File: src/rtl/gart_pkg.sv
package gart_pkg;
    typedef enum logic [1:0] {ST_IDLE, ST_FETCH, ST_RESP} st_t;
    typedef enum logic [1:0] {
        ERR_NONE  = 2'd0,
        ERR_DIS   = 2'd1,
        ERR_RANGE = 2'd2,
        ERR_INV   = 2'd3
    } err_t;

    localparam logic [31:0] CTL_INVAL = 32'h0000_0001;
    localparam logic [31:0] CTL_EN    = 32'h0000_0100;
    localparam logic [31:0] CTL_RST2X = 32'h0001_0000;
    localparam int          CTL_EN_BIT = 8;

    localparam logic [1:0] SEL_TBASE = 2'd0;
    localparam logic [1:0] SEL_APER  = 2'd1;
    localparam logic [1:0] SEL_CTRL  = 2'd2;

    function automatic logic [31:0] swap32(input logic [31:0] d);
        return {d[7:0], d[15:8], d[23:16], d[31:24]};
    endfunction
endpackage

File: src/rtl/gart_seq_det.sv
module gart_seq_det #(
    parameter logic [31:0] C0 = 32'h0,
    parameter logic [31:0] C1 = 32'h0,
    parameter logic [31:0] C2 = 32'h0,
    parameter logic [31:0] C3 = 32'h0
) (
    input  logic        clk,
    input  logic        rst_n,
    input  logic        wr_en,
    input  logic [31:0] wr_data,
    input  logic        allow,
    output logic        fire
);
    logic [3:0][31:0] codes;
    assign codes = {C3, C2, C1, C0};

    logic [1:0] step_d, step_q;

    always_comb begin
        step_d = step_q;
        fire   = 1'b0;
        if (wr_en) begin
            if (wr_data == codes[step_q]) begin
                if (step_q == 2'd3) begin
                    fire   = allow;
                    step_d = 2'd0;
                end else begin
                    step_d = step_q + 2'd1;
                end
            end else begin
                step_d = (wr_data == codes[0]) ? 2'd1 : 2'd0;
            end
        end
    end

    always_ff @(posedge clk or negedge rst_n) begin
        if (!rst_n) step_q <= 2'd0;
        else        step_q <= step_d;
    end
endmodule

File: src/rtl/gart_tlb.sv
module gart_tlb #(
    parameter int N     = 4,
    parameter int TAG_W = 16,
    parameter int DAT_W = 20
) (
    input  logic             clk,
    input  logic             rst_n,
    input  logic             flush,
    input  logic [TAG_W-1:0] lk_tag,
    output logic             hit,
    output logic [DAT_W-1:0] hit_dat,
    input  logic             fill_en,
    input  logic [TAG_W-1:0] fill_tag,
    input  logic [DAT_W-1:0] fill_dat
);
    localparam int PTR_W = $clog2(N);

    typedef struct packed {
        logic [N-1:0]            vld;
        logic [N-1:0][TAG_W-1:0] tag;
        logic [N-1:0][DAT_W-1:0] dat;
        logic [PTR_W-1:0]        ptr;
    } tlb_s;

    tlb_s d, q;
    logic [N-1:0] match;

    for (genvar i = 0; i < N; i++) begin : g_cmp
        assign match[i] = q.vld[i] && (q.tag[i] == lk_tag);
    end

    always_comb begin
        hit_dat = '0;
        for (int i = 0; i < N; i++)
            if (match[i]) hit_dat = hit_dat | q.dat[i];
    end
    assign hit = |match;

    always_comb begin
        d = q;
        if (flush) begin
            d.vld = '0;
            d.ptr = '0;
        end else if (fill_en) begin
            d.vld[q.ptr] = 1'b1;
            d.tag[q.ptr] = fill_tag;
            d.dat[q.ptr] = fill_dat;
            d.ptr        = (q.ptr == PTR_W'(N - 1)) ? '0 : q.ptr + 1'b1;
        end
    end

    always_ff @(posedge clk or negedge rst_n) begin
        if (!rst_n) q <= '0;
        else        q <= d;
    end
endmodule

File: src/rtl/gart_xlat.sv
module gart_xlat #(
    parameter int PAGE_SHIFT = 12,
    parameter int APER_BITS  = 4,
    parameter int CACHE_N    = 4
) (
    input  logic        clk,
    input  logic        rst_n,
    input  logic        reg_wr_en,
    input  logic [1:0]  reg_wr_sel,
    input  logic [31:0] reg_wr_data,
    input  logic        bus_idle,
    input  logic        req_valid,
    input  logic [31:0] req_addr,
    output logic        req_ready,
    output logic        rsp_valid,
    output logic [31:0] rsp_addr,
    output logic [1:0]  rsp_err,
    output logic        mem_rd_valid,
    output logic [31:0] mem_rd_addr,
    input  logic        mem_rd_ack,
    input  logic [31:0] mem_rd_data
);
    import gart_pkg::*;

    localparam int AW    = 32;
    localparam int IDX_W = AW - APER_BITS - PAGE_SHIFT;
    localparam int PG_W  = AW - PAGE_SHIFT;

    typedef struct packed {
        st_t                   st;
        logic [APER_BITS-1:0]  aper;
        logic [AW-1:0]         tbase;
        logic                  en;
        logic [IDX_W-1:0]      idx;
        logic [PAGE_SHIFT-1:0] off;
        logic [AW-1:0]         raddr;
        err_t                  rerr;
    } xs_t;

    xs_t d, q;

    logic ctl_wr, flush_fire, shut_fire;
    logic [IDX_W-1:0] req_idx;
    logic [PG_W-1:0]  hit_page;
    logic             hit;
    logic             fill_en;
    logic [AW-1:0]    swapped;

    assign ctl_wr  = reg_wr_en && (reg_wr_sel == SEL_CTRL);
    assign req_idx = req_addr[AW-APER_BITS-1:PAGE_SHIFT];
    assign swapped = swap32(mem_rd_data);

    gart_seq_det #(
        .C0(CTL_EN | CTL_INVAL), .C1(CTL_EN),
        .C2(CTL_EN | CTL_RST2X), .C3(CTL_EN)
    ) u_flush_det (
        .clk(clk), .rst_n(rst_n), .wr_en(ctl_wr), .wr_data(reg_wr_data),
        .allow(1'b1), .fire(flush_fire)
    );

    gart_seq_det #(
        .C0(CTL_EN | CTL_INVAL), .C1(32'h0),
        .C2(CTL_RST2X),          .C3(32'h0)
    ) u_shut_det (
        .clk(clk), .rst_n(rst_n), .wr_en(ctl_wr), .wr_data(reg_wr_data),
        .allow(bus_idle), .fire(shut_fire)
    );

    gart_tlb #(.N(CACHE_N), .TAG_W(IDX_W), .DAT_W(PG_W)) u_tlb (
        .clk(clk), .rst_n(rst_n), .flush(flush_fire | shut_fire),
        .lk_tag(req_idx), .hit(hit), .hit_dat(hit_page),
        .fill_en(fill_en), .fill_tag(q.idx), .fill_dat(swapped[AW-1:PAGE_SHIFT])
    );

    always_comb begin
        d       = q;
        fill_en = 1'b0;

        if (reg_wr_en) begin
            case (reg_wr_sel)
                SEL_TBASE: d.tbase = reg_wr_data;
                SEL_APER:  d.aper  = reg_wr_data[AW-1:AW-APER_BITS];
                default: ;
            endcase
        end
        if (ctl_wr && reg_wr_data[CTL_EN_BIT]) d.en = 1'b1;
        if (shut_fire)                         d.en = 1'b0;

        case (q.st)
            ST_IDLE: if (req_valid) begin
                d.idx = req_idx;
                d.off = req_addr[PAGE_SHIFT-1:0];
                d.st  = ST_RESP;
                if (!q.en) begin
                    d.rerr  = ERR_DIS;
                    d.raddr = '0;
                end else if (req_addr[AW-1:AW-APER_BITS] != q.aper) begin
                    d.rerr  = ERR_NONE;
                    d.raddr = req_addr;
                end else if ({{(IDX_W-PAGE_SHIFT){1'b0}}, q.tbase[PAGE_SHIFT-1:0]} <= req_idx) begin
                    d.rerr  = ERR_RANGE;
                    d.raddr = '0;
                end else if (hit) begin
                    d.rerr  = ERR_NONE;
                    d.raddr = {hit_page, req_addr[PAGE_SHIFT-1:0]};
                end else begin
                    d.st = ST_FETCH;
                end
            end
            ST_FETCH: if (mem_rd_ack) begin
                d.st = ST_RESP;
                if (swapped[0]) begin
                    fill_en = 1'b1;
                    d.rerr  = ERR_NONE;
                    d.raddr = {swapped[AW-1:PAGE_SHIFT], q.off};
                end else begin
                    d.rerr  = ERR_INV;
                    d.raddr = '0;
                end
            end
            default: d.st = ST_IDLE;
        endcase
    end

    always_ff @(posedge clk or negedge rst_n) begin
        if (!rst_n) begin
            q      <= '0;
            q.st   <= ST_IDLE;
            q.rerr <= ERR_NONE;
        end else begin
            q <= d;
        end
    end

    assign req_ready    = (q.st == ST_IDLE);
    assign rsp_valid    = (q.st == ST_RESP);
    assign rsp_addr     = q.raddr;
    assign rsp_err      = q.rerr;
    assign mem_rd_valid = (q.st == ST_FETCH);
    assign mem_rd_addr  = {q.tbase[AW-1:PAGE_SHIFT], {PAGE_SHIFT{1'b0}}}
                        + {{(AW-IDX_W-2){1'b0}}, q.idx, 2'b00};
endmodule

File: config.mk
export PLATFORM = sky130hd
export DESIGN_NAME = gart_xlat
export DESIGN_NICKNAME = d
export VERILOG_FILES = /design/src/rtl/gart_pkg.sv /design/src/rtl/gart_seq_det.sv /design/src/rtl/gart_tlb.sv /design/src/rtl/gart_xlat.sv
export SDC_FILE = /design/constraint.sdc
export NUM_CORES = 1
export LEC_CHECK = 0
export BUFFER_PORTS_ARGS = -buffer_cell sky130_fd_sc_hd__buf_2
export CAP_MARGIN = 15
export CORE_ASPECT_RATIO = 0.7
export CORE_MARGIN = 1
export CORE_UTILIZATION = 50
export DETAILED_ROUTE_END_ITERATION = 8
export GPL_TIMING_DRIVEN = 0
export MAX_ROUTING_LAYER = met4
export PLACE_DENSITY = 0.73
export SYNTH_ARGS = -nofsm -noshare
export SYNTH_HDL_FRONTEND = slang
export SYNTH_SLANG_ARGS = --single-unit
File: constraint.sdc
create_clock -name clk -period 2.4 [get_ports clk]
set_input_delay 0.24 -clock clk [delete_from_list [all_inputs] [get_ports clk]]
set_output_delay 0.24 -clock clk [all_outputs]
set_load 0.05 [all_outputs]
==> tab_implementation.tex, run 1 <==
\begin{tabular}{lr}
\hline
Metric & Value \\
\hline
\multicolumn{2}{l}{\textbf{Run status}} \\
Result of the run & complete, but fails checks \\
Violated checks & negative setup slack \\
\multicolumn{2}{l}{\textbf{Pwr}} \\
Power dissipated by switching net loads & 4180 uW \\
Internal cell power & 8330 uW \\
Part of the total power dissipated in combinational logic & 0.283 \\
Relative contribution of sequential cells to total power & 0.396 \\
Cell area power density & 686 mW/mm\^{}2 \\
Clock Power Share & 0.322 \\
Switching Fraction & 0.334 \\
Max rail drop VDD & 525 uV \\
Pleak & 0.00902 uW \\
\multicolumn{2}{l}{\textbf{Detailed routing}} \\
Via count normalized by instance count & 5.78 \\
Number of nets with antenna violations after detailed routing & 0 \\
Routed vias & 10.4k \\
Remaining routing DRC violations & 0 \\
Router iterations before antenna repair & 5 \\
Average wire per cell in the routed design & 23.0 um \\
Total Routed Length & 41500 um \\
Number of DRC markers in iteration 0 & 790 \\
\multicolumn{2}{l}{\textbf{Die}} \\
Horiz. Die Dim & 200 um \\
Core area & 0.0268 sq mm \\
Number of placement rows & 50 \\
Die outline height & 140 um \\
Starting utilization of the core area & 0.510 \\
Num ports & 173 \\
Full die area & 0.0280 sq mm \\
\multicolumn{2}{l}{\textbf{Clocking}} \\
Latest clock arrival within the worst-skew pair & 560 ps \\
Clock slew at the register clock pins of the worst setup and hold paths & 70 ps \\
Maximum level of the CTS H-tree & 1 \\
Number of clock buffers inserted by TritonCTS & 26 \\
TritonCTS clock tree & done \\
Number of clock sinks seen by CTS & 255 \\
CTS Buffer Depth & 3 \\
Library cell used as clock root buffer & clkbuf\_16 \\
\multicolumn{2}{l}{\textbf{STA}} \\
WHS & 11.0 ps \\
Post-route setup TNS & -41010 ps \\
Final Cycle Share & 1.31 \\
Time the worst path needs with I/O delays and setup & 3150 ps \\
Final max-slew violation count & 0 \\
Max-Slew Margin vs Limit & 0.372 \\
Worst Clk Skew & 37.4 ps \\
PnR worst setup slack & -754 ps \\
RSZ-0062 raised after global routing & true \\
Final hold violation count & 0 \\
Upper clock frequency limit & 317 MHz \\
Setup-violating endpoint count in the final report & 190 \\
Worst Tran Pin Value & 941 ps \\
\multicolumn{2}{l}{\textbf{Finish}} \\
Register area & 0.00639 sq mm \\
Most frequent standard cell in the layout excluding fill and tap cells & dfrtp\_1 \\
Final instance count without filler cells & 1805 \\
Fraction of layout instances using a drive strength above 1 & 0.469 \\
Final Core Density & 0.681 \\
Combined area of the multi-input logic cells & 0.00691 sq mm \\
Net count, final & 1556 \\
Layout overhead on the synthesized area & 33.5\% \\
Leading cell types in the layout, fill and taps excluded & 249 x dfrtp\_1, 145 x buf\_2, 144 x mux2\_4 \\
Count of filler cells inserted in the layout & 1841 \\
\multicolumn{2}{l}{\textbf{Setup path}} \\
Startpoint of the worst-slack reg-to-reg timing path & u\_shut\_det.step\_q[0] \\
Worst Reg2Reg Path Length in Cells & 13 \\
End point of the critical path & mem\_rd\_addr[20] \\
Kind of start point of the critical path & flop \\
Critical Path AT & 2910 ps \\
Kind of capture point of the worst setup path & primary output \\
Setup Crit Path Kind & flop to primary output \\
Critical Path Slowest Stage Cell & dfrtp\_1 \\
Cell chain of the critical path & ha\_2 -> inv\_2 -> fa\_2 -> nor2b\_2 -> o21ai\_2 -> a21boi\_2 -> o21a\_1 -> or2\_4 -> buf\_4 -> and3\_4 -> xor2\_2 -> buf\_6 \\
Critical path's largest stage delay & 360 ps \\
Endpoint required time on the critical path & 2160 ps \\
Startpoint of the most critical setup path & q[75] \\
Peak fanout along the critical path & 3 \\
Internal reg-to-reg setup slack & -340 ps \\
\multicolumn{2}{l}{\textbf{Synth}} \\
EDFF count, synth & 0 \\
Mean cell area of the mapped netlist & 12.4 sq um \\
Netlist area before placement & 0.0137 sq mm \\
Library cells used by synthesis & 57 \\
Number of cells produced by synthesis & 1101 \\
Number of warnings issued by yosys & 0 \\
Async set-reset flop share out of synthesis & 1.00 \\
Share of synthesized area occupied by flip-flops and latches & 0.467 \\
Number of synthesized register bits & 255 \\
Primary flip-flop cell chosen by synthesis mapping & dfrtp\_1 \\
\multicolumn{2}{l}{\textbf{GRT}} \\
Number of global-route vias before repair & 10.6k \\
Largest net degree at the start of global routing & 118 \\
Antenna violations before repair & 0 \\
GRT Overall Usage & 0.303 \\
Wire length of the first global-routing pass & 62700 um \\
Overall overflow remaining after global route & 0 \\
\multicolumn{2}{l}{\textbf{Placement}} \\
Count of buffers inserted at the top-level ports & 144 \\
Pre-CTS setup slack & -971 ps \\
Placer Congestion & 0.865 \\
HPWL Detailed & 24600 um \\
Post-Place Cells & 1613 \\
\multicolumn{2}{l}{\textbf{Job}} \\
MaxCap Viol Count & 0 \\
\multicolumn{2}{l}{\textbf{Hold path}} \\
Worst min-delay path category & input pin to flop \\
\hline
\end{tabular}
## kinds of logic (layout without fill, tap and decap cells)
logic type / count (synthesis) / after routing / share of synthesized area
buffers and inverters: 162 / 500 / 0.0753
AND/OR/NAND/NOR: 232 / 232 / 0.0970
flip-flops: 255 / 255 / 0.467
adder cells (fa/ha/maj): 29 / 29 / 0.0271
other: 1 / 3 / 0.000274
multiplexers: 238 / 238 / 0.226
AO/OA/AOI/OAI: 96 / 96 / 0.0508
XOR/XNOR: 88 / 88 / 0.0564
## stage by stage
step	power, uW	cell area (sq um)
3_3_place_gp	7870	15000
2_1_floorplan	7150	13800
6_report	12500	18200
3_5_place_dp	7940	15100
4_1_cts	12300	17900
5_1_grt	13000	18200
## area by class of cell
class                      instances  area share
tap                              364      0.0250
antenna                            1    0.000137
timing repair buffer             300       0.147
inverter                          49      0.0101
multi-input combinational        685       0.379
buffer                           106      0.0433
clock buffer                      37      0.0412
sequential                       255       0.350
clock inverter                     8     0.00453
## worst max-delay path, delay by kind of cell, from the launching register on
kind | cells | cell delay [ps]
AO/OA/AOI/OAI | 3 | 450
XOR/XNOR | 1 | 150
adder cells (fa/ha/maj) | 2 | 560
buffers and inverters | 3 | 350
flip-flops | 1 | 360
AND/OR/NAND/NOR | 3 | 500
## worst min-delay path by stage
stage / from / to / cells after the start
4_1_cts: bus_idle / q[62] / 3
6_report: bus_idle / q[62] / 3
3_5_place_dp: rst_n / rsp_addr[24] / 1
2_1_floorplan: rst_n / async pin / 0
3_3_place_gp: u_tlb.q[149] / u_tlb.q[149] / 2
5_1_grt: bus_idle / q[62] / 3
## synth_stat cells (28+ instances only)
library cell | instances | share of area
clkbuf_1 | 33 | 0.0091
inv_1 | 49 | 0.013
xnor2_1 | 77 | 0.049
buf_4 | 47 | 0.026
mux2_2 | 102 | 0.084
a22o_1 | 32 | 0.021
ha_1 | 28 | 0.026
dfrtp_1 | 255 | 0.47
nand3_1 | 96 | 0.035
mux2_4 | 116 | 0.13
nand2_1 | 30 | 0.0082
nand4_1 | 39 | 0.018
## power by group through the flow
| stage | Clock (uW) | Combinational [uW] | Sequential (uW) |
|---|---|---|---|
| after floorplan | 0 | 2250 | 4900 |
| after global routing | 4250 | 3720 | 4990 |
| after global placement | 0 | 2880 | 4990 |
| after detailed placement | 0 | 2930 | 5010 |
| after CTS | 4090 | 3250 | 4920 |
| final | 4020 | 3540 | 4950 |
## metal layers
metal / part of all wire / track usage
met1: 0.43 / 0.425
met2: 0.46 / 0.448
met3: 0.078 / 0.0556
met4: 0.033 / 0.0872
met5: 0 / -
## timing repair
| item | 4_1_cts | 5_1_grt |
|---|---|---|
| pin swaps | 24 | 27 |
| resized for setup | 134 | 108 |
| setup endpoints to repair | 200 | 209 |
| hold buffers | 59 | 0 |
| endpoints found under the hold margin | 193 | 0 |
| setup buffers | 61 | 34 |
| cloned | 14 | 1 |
(Power assumes the default switching activity.)
==> inputs of run 2 (changes only) <==
--- a/config.mk
+++ b/config.mk
@@ -8,5 +8,5 @@
 export BUFFER_PORTS_ARGS = -buffer_cell sky130_fd_sc_hd__buf_2
 export CAP_MARGIN = 15
-export CORE_ASPECT_RATIO = 0.7
+export CORE_ASPECT_RATIO = 0.5
 export CORE_MARGIN = 1
 export CORE_UTILIZATION = 50
==> constraint.sdc (replaced) <==
create_clock -name clk -period 2.4 [get_ports clk]
set_input_delay 0.48 -clock clk [delete_from_list [all_inputs] [get_ports clk]]
set_output_delay 0.48 -clock clk [all_outputs]
set_load 0.05 [all_outputs]
==> tab_implementation.tex, run 2 (synthesized netlist as in run 1, its figures left out) <==
\begin{tabular}{lr}
\hline
Metric & Value \\
\hline
\multicolumn{2}{l}{\textbf{Run status}} \\
Result of the run & complete, but fails checks \\
Violated checks & negative setup slack \\
\multicolumn{2}{l}{\textbf{Setup path}} \\
Startpoint of the worst-slack reg-to-reg timing path & u\_shut\_det.step\_q[1] \\
Critical Path AT & 2790 ps (-120 ps) \\
Internal reg-to-reg setup slack & -170 ps (+170 ps) \\
Setup Crit Path Kind & flop to primary output \\
Endpoint required time on the critical path & 1920 ps (-240 ps) \\
Peak fanout along the critical path & 4 (+1) \\
Kind of start point of the critical path & flop \\
Kind of capture point of the worst setup path & primary output \\
Worst Reg2Reg Path Length in Cells & 12 (-1) \\
\multicolumn{2}{l}{\textbf{Detailed routing}} \\
Average wire per cell in the routed design & 23.1 um (+0.40\%) \\
Remaining routing DRC violations & 0 (unchanged) \\
Number of nets with antenna violations after detailed routing & 0 (unchanged) \\
Total Routed Length & 39900 um (-4.0\%) \\
Routed vias & 9936 (-4.8\%) \\
Number of DRC markers in iteration 0 & 967 (+22\%) \\
Router iterations before antenna repair & 5 (unchanged) \\
Via count normalized by instance count & 5.76 (-0.40\%) \\
\multicolumn{2}{l}{\textbf{Placement}} \\
Post-Place Cells & 1600 (-0.81\%) \\
Placer Congestion & 0.883 (+2.1\%) \\
HPWL Detailed & 25000 um (+1.5\%) \\
Count of buffers inserted at the top-level ports & 144 (unchanged) \\
Pre-CTS setup slack & -1030 ps (-58.3 ps) \\
\multicolumn{2}{l}{\textbf{STA}} \\
Worst Tran Pin Value & 1140 ps (+196 ps) \\
Setup-violating endpoint count in the final report & 159 (-16\%) \\
PnR worst setup slack & -875 ps (-121 ps) \\
Final max-slew violation count & 0 (unchanged) \\
Upper clock frequency limit & 305 MHz (-3.7\%) \\
Final hold violation count & 0 (unchanged) \\
Worst Clk Skew & 31.7 ps (-5.64 ps) \\
RSZ-0062 raised after global routing & true \\
Final Cycle Share & 1.36 (+0.0503) \\
Max-Slew Margin vs Limit & 0.240 (-0.132) \\
Time the worst path needs with I/O delays and setup & 3270 ps (+121 ps) \\
WHS & 168 ps (+157 ps) \\
\multicolumn{2}{l}{\textbf{Hold path}} \\
Sink of the worst hold path & q[35] \\
Worst min-delay path startpoint & req\_addr[1] \\
Worst hold path depth & 2 (-1) \\
Worst min-delay path category & input pin to flop \\
\multicolumn{2}{l}{\textbf{Finish}} \\
Final Core Density & 0.674 (-0.00764) \\
Most frequent standard cell in the layout excluding fill and tap cells & dfrtp\_1 \\
Net count, final & 1488 (-4.4\%) \\
Layout overhead on the synthesized area & 31.3\% \\
Fraction of layout instances using a drive strength above 1 & 0.495 (+0.0258) \\
Leading cell types in the layout, fill and taps excluded & 247 x dfrtp\_1, 158 x mux2\_4, 135 x buf\_2 \\
Final instance count without filler cells & 1726 (-4.4\%) \\
\multicolumn{2}{l}{\textbf{Die}} \\
Horiz. Die Dim & 236 um (+18\%) \\
Core area & 0.0266 sq mm (-0.50\%) \\
Starting utilization of the core area & 0.513 (+0.00254) \\
Num ports & 173 (unchanged) \\
Full die area & 0.0280 sq mm (+0.10\%) \\
Die outline height & 119 um (-15\%) \\
Number of placement rows & 42 (-16\%) \\
\multicolumn{2}{l}{\textbf{GRT}} \\
Wire length of the first global-routing pass & 59600 um (-5.0\%) \\
Antenna violations before repair & 1 (+1) \\
Number of global-route vias before repair & 10.2k (-3.6\%) \\
Largest net degree at the start of global routing & 104 (-12\%) \\
GRT Overall Usage & 0.285 (-0.0180) \\
Overall overflow remaining after global route & 0 (unchanged) \\
\multicolumn{2}{l}{\textbf{Pwr}} \\
Cell area power density & 707 mW/mm\^{}2 (+3.1\%) \\
Pleak & 0.00886 uW (-1.7\%) \\
Max rail drop VDD & 648 uV (+23\%) \\
\multicolumn{2}{l}{\textbf{Clocking}} \\
CTS Buffer Depth & 3 (unchanged) \\
Clock slew at the register clock pins of the worst setup and hold paths & 70 ps (about the same) \\
Library cell used as clock root buffer & clkbuf\_16 \\
Number of clock sinks seen by CTS & 255 (unchanged) \\
Maximum level of the CTS H-tree & 1 (unchanged) \\
Latest clock arrival within the worst-skew pair & 550 ps (about the same) \\
TritonCTS clock tree & done \\
Number of clock buffers inserted by TritonCTS & 24 (-7.7\%) \\
\multicolumn{2}{l}{\textbf{Job}} \\
MaxCap Viol Count & 0 (unchanged) \\
\hline
\end{tabular}
## run 2: cell count changes in the layout (fill, tap and decap cells not counted), sizes merged
cell,previous run,this run
buf,315,302
bufinv,1,3
clkbuf,69,70
clkinvlp,1,2
dlygate4sd3,59,1
## run 2: final cells by class
class / instances / area, sq um
Antenna cell: 1 / 2.50
Buffer: 108 / 867
Clock buffer: 33 / 684
Clock inverter: 11 / 146
Fill cell: 1821 / 8690
Inverter: 49 / 184
Multi-Input combinational cell: 685 / 7160
Sequential cell: 255 / 6390
Tap cell: 352 / 440
Timing Repair Buffer: 232 / 2070
## run 2: how the worst max path moves through the flow
stage / end / cells past startpoint / slack (ps) / from
final: mem_rd_addr[30] / 11 / -870 / q[56]
after global routing: mem_rd_addr[30] / 11 / -990 / q[75]
after CTS: mem_rd_addr[30] / 11 / -890 / q[75]
after detailed placement: rsp_addr[17] / 11 / -1030 / req_addr[12]
after global placement: q[82] / 1 / -3660 / rst_n
after floorplan: mem_rd_addr[30] / 10 / -270 / q[56]
## run 2: through the flow
stage               instance area (sq um)  power, uW  setup TNS (ps)
global route                        17900      13100          -40800
CTS                                 17300      12400          -22740
floorplan                           14100       7240          -27830
global placement                    15300       7970        -1061170
finish                              17900      12700          -23460
detailed placement                  15300       8060         -140100
## run 2: where the power goes
group / internal, uW / leakage [uW] / switching (uW) / total, uW
Clock: 2330 / 0.000406 / 1760 / 4090
Sequential: 4630 / 0.00336 / 340 / 4970
Combinational: 1520 / 0.00510 / 2110 / 3640
Total: 8480 / 0.00886 / 4210 / 12700
## run 2: critical path: stages, from the launching register on
cell      delay (ps)
dfrtp_2          400
ha_4             140
inv_2             40
fa_2             340
nor2b_2          130
o21ai_2           80
a21boi_2         160
o21a_1           190
or2_4            160
nand4_1          210
xnor2_4          230
buf_6            180
## run 2: routing by layer
metal  routed length [um]  GRT usage  vias up
li1                     -          -     4358
met1                17400      0.380     5089
met2                18600      0.438      410
met3                 2770     0.0668       79
met4                 1100     0.0784        0
met5                    0          -        -
## run 2: timing repair
item / 4_1_cts / 5_1_grt
hold endpoints to repair: 68 / 0
resized for setup: 110 / 98
setup buffers: 47 / 35
cloned: 11 / 4
pin swaps: 26 / 40
endpoints found under the setup margin: 202 / 204
hold buffers: 1 / 0
